<file path="src/rtl/intc_pkg.sv">
package intc_pkg;

    typedef enum logic [2:0] {
        SEQ_BLANK,
        SEQ_BASE,
        SEQ_CASC,
        SEQ_MODE,
        SEQ_RUN
    } seq_state_t;

    typedef enum logic [2:0] {
        OP_EOI_ANY  = 3'b001,
        OP_EOI_LINE = 3'b011,
        OP_ROT_ANY  = 3'b101,
        OP_ROT_LINE = 3'b111,
        OP_SET_LOW  = 3'b110
    } eoi_op_t;

endpackage

</file>
<file path="src/rtl/intc_seq.sv">
module intc_seq
    import intc_pkg::*;
#(
    parameter int LINES = 8,
    localparam int LW = $clog2(LINES)
) (
    input  logic                clk,
    input  logic                rst_n,
    input  logic                cmd_wr,
    input  logic                data_wr,
    input  logic [LINES-1:0]    wdata,
    output logic                running,
    output logic                init_start,
    output logic [LINES-LW-1:0] base_hi,
    output logic                cascaded,
    output logic                level_mode,
    output logic [LW-1:0]       cas_line
);

    seq_state_t state_q, state_d;
    logic need_mode_q, single_q, level_q;
    logic [LINES-LW-1:0] base_q;
    logic [LW-1:0] casl_q;
    logic open_word;

    assign open_word = cmd_wr && wdata[4];

    // next-state logic
    always_comb begin
        state_d = state_q;
        if (open_word) begin
            state_d = SEQ_BASE;
        end else begin
            unique case (state_q)
                SEQ_BLANK: state_d = SEQ_BLANK;
                SEQ_BASE: begin
                    if (data_wr) begin
                        if (!single_q)        state_d = SEQ_CASC;
                        else if (need_mode_q) state_d = SEQ_MODE;
                        else                  state_d = SEQ_RUN;
                    end
                end
                SEQ_CASC: begin
                    if (data_wr) state_d = need_mode_q ? SEQ_MODE : SEQ_RUN;
                end
                SEQ_MODE: begin
                    if (data_wr) state_d = SEQ_RUN;
                end
                SEQ_RUN:  state_d = SEQ_RUN;
                default:  state_d = SEQ_BLANK;
            endcase
        end
    end

    // state and configuration registers
    always_ff @(posedge clk or negedge rst_n) begin
        if (!rst_n) begin
            state_q     <= SEQ_BLANK;
            need_mode_q <= 1'b0;
            single_q    <= 1'b1;
            level_q     <= 1'b0;
            base_q      <= '0;
            casl_q      <= '0;
        end else begin
            state_q <= state_d;
            if (open_word) begin
                need_mode_q <= wdata[0];
                single_q    <= wdata[1];
                level_q     <= wdata[3];
            end
            if (state_q == SEQ_BASE && data_wr && !open_word)
                base_q <= wdata[LINES-1:LW];
            if (state_q == SEQ_CASC && data_wr && !open_word)
                casl_q <= wdata[LW-1:0];
        end
    end

    // outputs
    always_comb begin
        running    = (state_q == SEQ_RUN);
        init_start = open_word;
        base_hi    = base_q;
        cascaded   = !single_q;
        level_mode = level_q;
        cas_line   = casl_q;
    end

endmodule

</file>
<file path="src/rtl/intc_prio.sv">
module intc_prio #(
    parameter int LINES = 8,
    localparam int LW = $clog2(LINES)
) (
    input  logic [LINES-1:0] vec,
    input  logic [LW-1:0]    low,
    output logic             hit,
    output logic [LW-1:0]    idx,
    output logic [LW-1:0]    rank
);

    logic [LW-1:0] pos;

    // scan from lowest rank to highest so the last hit wins
    always_comb begin
        hit = 1'b0;
        idx = '0;
        pos = '0;
        for (int k = LINES - 1; k >= 0; k--) begin
            pos = LW'(low + LW'(1) + LW'(k));
            if (vec[pos]) begin
                hit = 1'b1;
                idx = pos;
            end
        end
        rank = LW'(idx - low - LW'(1));
    end

endmodule

</file>
<file path="src/rtl/intc_top.sv">
module intc_top
    import intc_pkg::*;
#(
    parameter int LINES = 8,
    localparam int LW = $clog2(LINES)
) (
    input  logic             clk,
    input  logic             rst_n,
    input  logic             bus_addr,
    input  logic             bus_wr,
    input  logic [LINES-1:0] bus_wdata,
    output logic [LINES-1:0] bus_rdata,
    input  logic [LINES-1:0] irq_in,
    output logic             int_out,
    input  logic             int_ack,
    output logic [LINES-1:0] vec_out,
    input  logic             role_master,
    output logic             slv_ack,
    input  logic [LINES-1:0] slv_vec_in
);

    logic cmd_wr, data_wr;
    logic running, init_start, cascaded, level_mode;
    logic [LINES-LW-1:0] base_hi;
    logic [LW-1:0] cas_line;

    logic [LINES-1:0] irq_q, edge_q, edge_d, isr_q, isr_d, mask_q, mask_d;
    logic [LINES-1:0] req, cand;
    logic [LW-1:0] low_q, low_d;
    logic rsel_q, rsel_d;

    logic req_hit, isr_hit, ack_take, to_slave;
    logic [LW-1:0] win, win_rank, top, top_rank;
    eoi_op_t op;

    assign cmd_wr  = bus_wr && !bus_addr;
    assign data_wr = bus_wr && bus_addr;

    intc_seq #(.LINES(LINES)) u_seq (
        .clk(clk), .rst_n(rst_n), .cmd_wr(cmd_wr), .data_wr(data_wr),
        .wdata(bus_wdata), .running(running), .init_start(init_start),
        .base_hi(base_hi), .cascaded(cascaded), .level_mode(level_mode),
        .cas_line(cas_line)
    );

    assign req  = level_mode ? irq_in : edge_q;
    assign cand = req & ~mask_q;

    intc_prio #(.LINES(LINES)) u_req_prio (
        .vec(cand), .low(low_q), .hit(req_hit), .idx(win), .rank(win_rank)
    );

    intc_prio #(.LINES(LINES)) u_isr_prio (
        .vec(isr_q), .low(low_q), .hit(isr_hit), .idx(top), .rank(top_rank)
    );

    assign int_out  = running && req_hit && (!isr_hit || (win_rank < top_rank));
    assign ack_take = int_ack && int_out;
    assign to_slave = cascaded && role_master && (win == cas_line);
    assign slv_ack  = ack_take && to_slave;
    assign op       = eoi_op_t'(bus_wdata[LINES-1:LINES-3]);

    always_comb begin
        if (!int_out)      vec_out = {base_hi, {LW{1'b1}}};
        else if (to_slave) vec_out = slv_vec_in;
        else               vec_out = {base_hi, win};
    end

    always_comb begin
        bus_rdata = bus_addr ? mask_q : (rsel_q ? isr_q : req);
    end

    // register updates
    always_comb begin
        edge_d = (edge_q | (irq_in & ~irq_q));
        isr_d  = isr_q;
        mask_d = mask_q;
        low_d  = low_q;
        rsel_d = rsel_q;
        if (init_start) begin
            edge_d = '0;
            isr_d  = '0;
            mask_d = '0;
            low_d  = LW'(LINES - 1);
            rsel_d = 1'b0;
        end else if (running) begin
            if (data_wr) mask_d = bus_wdata;
            if (cmd_wr && bus_wdata[4:3] == 2'b01 && bus_wdata[1])
                rsel_d = bus_wdata[0];
            if (cmd_wr && bus_wdata[4:3] == 2'b00) begin
                unique case (op)
                    OP_EOI_ANY:  if (isr_hit) isr_d[top] = 1'b0;
                    OP_ROT_ANY: begin
                        if (isr_hit) begin
                            isr_d[top] = 1'b0;
                            low_d = top;
                        end
                    end
                    OP_EOI_LINE: isr_d[bus_wdata[LW-1:0]] = 1'b0;
                    OP_ROT_LINE: begin
                        isr_d[bus_wdata[LW-1:0]] = 1'b0;
                        low_d = bus_wdata[LW-1:0];
                    end
                    OP_SET_LOW:  low_d = bus_wdata[LW-1:0];
                    default: ;
                endcase
            end
            if (ack_take) begin
                isr_d[win]  = 1'b1;
                edge_d[win] = 1'b0;
            end
        end
    end

    always_ff @(posedge clk or negedge rst_n) begin
        if (!rst_n) begin
            irq_q  <= '0;
            edge_q <= '0;
            isr_q  <= '0;
            mask_q <= '0;
            low_q  <= LW'(LINES - 1);
            rsel_q <= 1'b0;
        end else begin
            irq_q  <= irq_in;
            edge_q <= edge_d;
            isr_q  <= isr_d;
            mask_q <= mask_d;
            low_q  <= low_d;
            rsel_q <= rsel_d;
        end
    end

endmodule

</file>
<file path="config.mk">
export PLATFORM = sky130hd
export DESIGN_NAME = intc_top
export DESIGN_NICKNAME = d
export VERILOG_FILES = /design/src/rtl/intc_pkg.sv /design/src/rtl/intc_seq.sv /design/src/rtl/intc_prio.sv /design/src/rtl/intc_top.sv
export SDC_FILE = /design/constraint.sdc
export NUM_CORES = 1
export LEC_CHECK = 0
export BUFFER_PORTS_ARGS = -buffer_cell sky130_fd_sc_hd__clkbuf_2
export CAP_MARGIN = 40
export CORE_MARGIN = 4
export CORE_UTILIZATION = 40
export DETAILED_ROUTE_END_ITERATION = 6
export PLACE_DENSITY = 0.67
export SLEW_MARGIN = 20
export SYNTH_ARGS = -nofsm -noshare
export SYNTH_HDL_FRONTEND = slang
export SYNTH_SLANG_ARGS = --single-unit
</file>
<file path="constraint.sdc">
create_clock -name clk -period 7.4 [get_ports clk]
set_clock_uncertainty 0.1 [all_clocks]
set_input_delay 0.37 -clock clk [delete_from_list [all_inputs] [get_ports clk]]
set_output_delay 0.37 -clock clk [all_outputs]
set_load 0.05 [all_outputs]
</file>
Yosys cells after proc, flatten, opt, wreduce, memory -nomap -nowiden
Cells that the tools add are included.

Bits in registers: 50. Bits of input ports: 30. Output and inout bits: 18. Word-level logic and storage cells: 207.

$add $sub $neg: 12. $lt $le $gt $ge: 15. Equal/unequal tests: 15. Muxes and demuxes: 104. Bitwise gates (word level): 12. Reduce and logical (&&, ||, !) cells: 37.

Operator list (count): $mux W8 (18); $mux W3 (26); $bmux W1 S3 (16); $lt A3 B4 Y1 const B (11); $and A8 B8 Y8 (5); $not A8 Y8 (5); $mux W1 (38); $logic_and A1 B1 Y1 (19); $or A8 B8 Y8 (2); $pmux W8 S2 (1); $add A3 B3 Y3 const B (4); $eq A3 B3 Y1 const B (4); $pmux W3 S4 (1); $demux W1 S3 (3); $eq A3 B2 Y1 const B (3); $ge A3 B1 Y1 const B (3); $ne A3 B1 Y1 const B (3); $reduce_bool A2 Y1 (4); $add A3 B1 Y3 const B (2); $add A3 B2 Y3 const B (2); $eq A3 B1 Y1 const B (2); $pmux W3 S2 (1); $reduce_or A2 Y1 (3); $sub A3 B1 Y3 const B (2); other kinds (12) (17).

Longest topological paths before layout
Depth in word-level cells: 27. Mapped depth: 27. Gate-level depth less buffers: 21.

Modules after synthesis
From an unflattened synthesis, not the netlist that was laid out.

Cells, all modules: 499. Area total of the unflattened synthesis: 4822.1 µm².

By module, submodules not included: intc_top (times used 1, cells each 228, area each 2247.2 µm², sequential area each 904.6 µm²); intc_prio (u_isr_prio) (times used 1, cells each 114, area each 997.2 µm², sequential area each 0.0 µm²); intc_prio (u_req_prio) (times used 1, cells each 108, area each 900.9 µm², sequential area each 0.0 µm²); intc_seq (times used 1, cells each 49, area each 676.9 µm², sequential area each 351.6 µm²).

Worst setup path after synthesis
Ideal clock, no wire load.

Path kind: reg-to-output. Start point: register low_q[0]. End point: output port vec_out[3]. Arrival time: 6.212 ns. Required time: 6.930 ns. Setup slack: 0.718 ns. Stages on the path, launching flop included: 26. Path buffers: 8. Path through: dfstp_2 > buf_2 > clkinv_1 > clkbuf_1 > ha_1 > buf_2 > buf_6 > buf_6 > buf_2 > buf_6 > clkbuf_1 > mux4_2 > nor2_1 > o211ai_1 > o211ai_1 > inv_1 > ha_1 > fa_1 > xor2_1 > xnor2_1 > ha_1 > a21o_1 > a21o_1 > a31oi_4 > nor4b_4 > mux2_2.

Longest elaborated chain between the ends: 18. Elaborated cells between the ends (all ways): 85. Classes of those cells: add/sub (12); order compare (1); eq/ne (1); mux (66); reduce/logical (5).

RTL lines: start, declared (RTL line intc_top.sv:29) `logic [LW-1:0] low_q, low_d;`; start signal, assigned (RTL line intc_top.sv:121) `low_q <= LW'(LINES - 1);`; start signal, assigned (RTL line intc_top.sv:128) `low_q <= low_d;`; $add A3 B1 Y3 (RTL line intc_prio.sv:20) `pos = LW'(low + LW'(1) + LW'(k));`; $add A3 B3 Y3 (RTL line intc_prio.sv:20); $bmux W1 S3 (RTL line intc_prio.sv:21) `if (vec[pos]) begin`; $mux W1 (not written as such) (RTL line intc_prio.sv:21); $mux W3 (8 in series) (RTL line intc_prio.sv:21); $sub A3 B3 Y3 (RTL line intc_prio.sv:26) `rank = LW'(idx - low - LW'(1));`; $sub A3 B1 Y3 (RTL line intc_prio.sv:26); $lt A3 B3 Y1 (RTL line intc_top.sv:57) `assign int_out = running && req_hit && (!isr_hit || (win_rank < top_rank));`; $logic_or A1 B1 Y1 (RTL line intc_top.sv:57); $logic_and A1 B1 Y1 (*) (RTL line intc_top.sv:57); via int_out (RTL line intc_top.sv:14) `output logic int_out,`; $mux W8 (*) (RTL line intc_top.sv:64) `if (!int_out) vec_out = {base_hi, {LW{1'b1}}};`; end, declared (RTL line intc_top.sv:16) `output logic [LINES-1:0] vec_out,`.

The timed path passes the listed nets; every way through them passes the cells marked *. The select of a mux whose other input is x is not followed.

Worst setup path in the final report
Start point: register low_q[1]. End point: output port vec_out[4].

Longest elaborated chain between the ends: 18. Elaborated cells between the ends (all ways): 85. Classes of those cells: add/sub (12); order compare (1); eq/ne (1); mux (66); reduce/logical (5).

RTL lines (RTL line): $add A3 B1 Y3 (intc_prio.sv:20); $add A3 B3 Y3 (intc_prio.sv:20); $bmux W1 S3 (intc_prio.sv:21); $mux W1 (not written as such) (intc_prio.sv:21); $mux W3 (8 in series) (intc_prio.sv:21); $sub A3 B3 Y3 (intc_prio.sv:26); $sub A3 B1 Y3 (intc_prio.sv:26); $lt A3 B3 Y1 (intc_top.sv:57); $logic_or A1 B1 Y1 (intc_top.sv:57); $logic_and A1 B1 Y1 (intc_top.sv:57); $mux W8 (*) (intc_top.sv:64).

Every way passes the cells marked *; elsewhere a longest branch is shown, timed or not. The select of a mux whose other input is x is not followed.

==> flow_metrics.env <==
export IMPL_final_min_period_over_clock_period_pct=90.9
export IMPL_rsz0062_at_grt="no"
export IMPL_final_max_slew_viol_count=0
export IMPL_drive_above_1_share_pct=20.1
export IMPL_p_int_mw=0.791
export IMPL_post_layout_power_mw=1.46
export IMPL_cpLargestDelayFamily="compound AO/OA/AOI/OAI gates"
export IMPL_insertedDiodeCount=0
export IMPL_setup_worst_path_class="flop to primary output"
export IMPL_routed_wl_mm=16.4
export IMPL_maximum_level_of_the_cts_h_tree=2
export IMPL_floorplan_rows=40
export IMPL_initial_core_util_pct=41.3
export IMPL_coreArea_um2=12200
export IMPL_area_growth_syn_to_layout_pct=10.8
export IMPL_cts_num_sinks=50
export IMPL_worst_slew_margin_rel_pct=46.6
export IMPL_post_route_drc_count=0
export IMPL_async_set_or_reset_flop_fraction_in_the_synthesized_netlist_pct=100
export IMPL_worstPathCellList="ha_1, xor3_2, a211oi_1, nor2_1, a31oi_4, a21oi_1, o211ai_1, nand2_1, buf_4, ha_1, fa_1, xor2_1, xnor2_1, ha_1, a21o_1, a21o_1, a31oi_4, nor4b_4, mux2_2, clkbuf_2"
export IMPL_critPathBufInv=2
export IMPL_grt_pass1_vias=4994
export IMPL_fin_tns_setup_ns=0
export IMPL_holdBufCountCts=0
export IMPL_p_leak_nw=2.27
export IMPL_remaining_antenna_violation_count=0
export IMPL_yosysUniqueCellTypes=84
export IMPL_cap_viol_max_count=0
export IMPL_setup_viol=0
export IMPL_insertion_delay_to_the_later_sink_of_the_worst_skew_pair_ns=0.29
export IMPL_grt_busiest_layer="met2"
export IMPL_fin_nets=665
export IMPL_detail_route_first_pass_iterations=6
export IMPL_worst_ir_drop_vdd_mv=0.195
export IMPL_min_delay_path_class="input port to asynchronous set/reset pin"
export IMPL_power_share_sequential_pct=26.7
export IMPL_synth_edf_count=0
export IMPL_tightestPinTransition_ns=0.801
export IMPL_syn_area_um2=5020
export IMPL_total_of_warnings_raised_by_yosys=0
export IMPL_critical_path_max_stage_delay_ns=0.75
export IMPL_hpwlAfterDp_mm=12.4
export IMPL_routed_length_per_instance_um=20.6
export IMPL_worstSetupStartpointType="flop"
export IMPL_fmaxAchievable_ghz=0.149
export IMPL_switchingPower_mw=0.667
export IMPL_fp_dieArea_um2=14400
export IMPL_grt_first_pass_wirelength_mm=26.2
export IMPL_cts_inserted_buffers=5
export IMPL_gr_usage_met3_pct=2.31
export IMPL_clock_period_minus_final_worst_setup_slack_ns=6.72
export IMPL_power_combinational_fraction_pct=54.3
export IMPL_worst_setup_hold_path_clk_slew_ns=0.07
export IMPL_cts_root_buf="clkbuf_16"
export IMPL_groute_layer_met2_usage_pct=37.9
export IMPL_synth_flop_cell="dfrtp_1"
export IMPL_io_pin_count=48
export IMPL_first_iter_violations=492
export IMPL_ctsResizeCount=0
export IMPL_crit_slowest_cell="xor3_2"
export IMPL_tritoncts_clock_tree="yes"
export IMPL_vias=5203
export IMPL_required_ns=6.93
export IMPL_share_clk_of_total_power_pct=19.1
export IMPL_critical_path_most_common_cell="ha_1"
export IMPL_per_instance_average_area_after_synthesis_um2=8.45
export IMPL_grt_antenna_before_repair=0
export IMPL_register_area_share_after_synthesis_pct=25.0
export IMPL_grt_usage_pct=22.5
export IMPL_cts_path_max_buffers=2
export IMPL_switching_share_pct=45.7
export IMPL_vias_cell=6.54
export IMPL_chipHeight_um=120
export IMPL_status="finished, final reports clean"
export IMPL_rrSetupSlack_ns=1.06
export IMPL_critical_path_fanout_max=18
export IMPL_globalRouteOverflowTotal=0
export IMPL_buffers_inserted_during_post_cts_setup_optimization=0
export IMPL_die_w_um=120
export IMPL_syn_nets=633
export IMPL_routabilityCongestion=0.985
export IMPL_grt_max_degree=51
export IMPL_synthesis_instances=595
export IMPL_worstPathArrival_ns=6.25
export IMPL_met1_demand_to_capacity_share_in_global_routing_pct=30.7
export IMPL_synth_seq_cells=50
export IMPL_end_kind="primary output"
export IMPL_powerDensity_nw_per_um2=262
export IMPL_io_buffers=47
export IMPL_number_of_hold_slack_violations_in_the_final_timing_report=0
## layout by cell type (no fill, tap or decap), types with 4 or more instances in the layout
cell type / n
ha_1: 6
mux2_2: 27
o211a_1: 4
a22oi_1: 9
a221oi_1: 4
o211ai_1: 11
xnor2_1: 7
dfstp_2: 4
o21ai_0: 33
nand2b_1: 11
and2_1: 4
nand3_1: 15
dfrtp_1: 46
nor4_1: 10
buf_4: 11
nor2_1: 37
nand4_1: 6
nand2_1: 70
mux2i_1: 21
clkbuf_16: 5
a31oi_1: 6
a211oi_1: 7
inv_1: 18
clkbuf_2: 46
a21oi_1: 50
nor3_1: 30
o22ai_1: 9
mux4_2: 12
xor2_1: 4
nor2b_1: 15
a22o_1: 4
o21a_1: 4
## synthesized netlist by cell type, types with 10 or more instances
cell      count  area [µm²]
nor4_1       10        62.6
nand2_1      70         263
mux2i_1      21         210
nand2b_1     11        68.8
nor2_1       37         139
mux2_2       27         304
nor3_1       30         150
mux4_2       12         270
o211ai_1     11        82.6
o21ai_0      33         165
nand3_1      15        75.1
clkbuf_1     16        60.1
a21oi_1      50         250
dfrtp_1      46        1150
inv_1        18        67.6
nor2b_1      15        93.8
## state kept, by name (all words and copies together) (netlist names)
name               flops
mask_q                 8
low_q                  3
rsel_q                 1
u_seq.need_mode_q      1
u_seq.level_mode       1
u_seq.base_hi          5
u_seq.single_q         1
u_seq.cas_line         3
irq_q                  8
isr_q                  8
u_seq.state_q          3
edge_q                 8
## routing by layer
layer,wire (µm),up-vias
li1,-,2335
met1,7010,2558
met2,7780,274
met3,1260,36
met4,333,0
met5,0,-
## final timing paths
kind                       cells past startpoint                            to                  startpoint
max                                           20                    vec_out[4]        low_q[1]$_DFFE_PN1P_
min                                            2  u_seq.base_hi[1]$_DFFE_PN0P_                       rst_n
max reg2reg                                   22          isr_q[2]$_DFFE_PN0P_        low_q[1]$_DFFE_PN1P_
min reg2reg                                    2    u_seq.single_q$_DFFE_PN1P_  u_seq.single_q$_DFFE_PN1P_
max in group asynchronous                      2  u_seq.base_hi[3]$_DFFE_PN0P_                       rst_n
min in group clk                               1            irq_q[0]$_DFF_PN0_                   irq_in[0]
## power by group through the flow
stage	registers [mW]	logic, mW	clock network, mW
3_3_place_gp	0.390	0.772	0
3_5_place_dp	0.392	0.775	0
4_1_cts	0.387	0.780	0.280
5_1_grt	0.396	0.855	0.290
2_1_floorplan	0.361	0.595	0
6_report	0.389	0.791	0.278
## cell type report
class                           instances  area [µm²]
Clock inverter                          2        38.8
Clock buffer                            6         139
Sequential cell                        50        1260
Fill cell                            1192        6590
Timing Repair Buffer                   59         338
Tap cell                              168         210
Multi-Input combinational cell        492        3520
Inverter                               19        71.3
## cells by family (layout without fill, tap and decap cells)
logic type / after synthesis / after routing / synth area share, %
AOI/OAI and AO/OA: 189 / 189 / 26.3
DFF: 50 / 50 / 25.0
adders and majority gates: 8 / 8 / 2.29
buffers and inverters: 53 / 86 / 5.03
xor gates and xnor gates: 14 / 14 / 3.34
and+or+nand+nor: 218 / 218 / 21.6
muxes: 63 / 63 / 16.5
## per-stage QoR
stage / instances / cell area (µm²) / util (%) / hold slack [ns] / setup WS (ns)
global route: 796 / 5570 / 45.8 / 0.112 / 0.370
detailed placement: 788 / 5390 / 44.3 / 0.396 / 0.994
global placement: 787 / 5390 / 44.3 / 0.382 / 1.02
finish: 796 / 5570 / 45.8 / 0.0817 / 0.676
floorplan: 595 / 5020 / - / -0.0256 / 0.718
CTS: 796 / 5570 / 45.8 / 0.109 / 0.636
(Power assumes the default switching activity.)
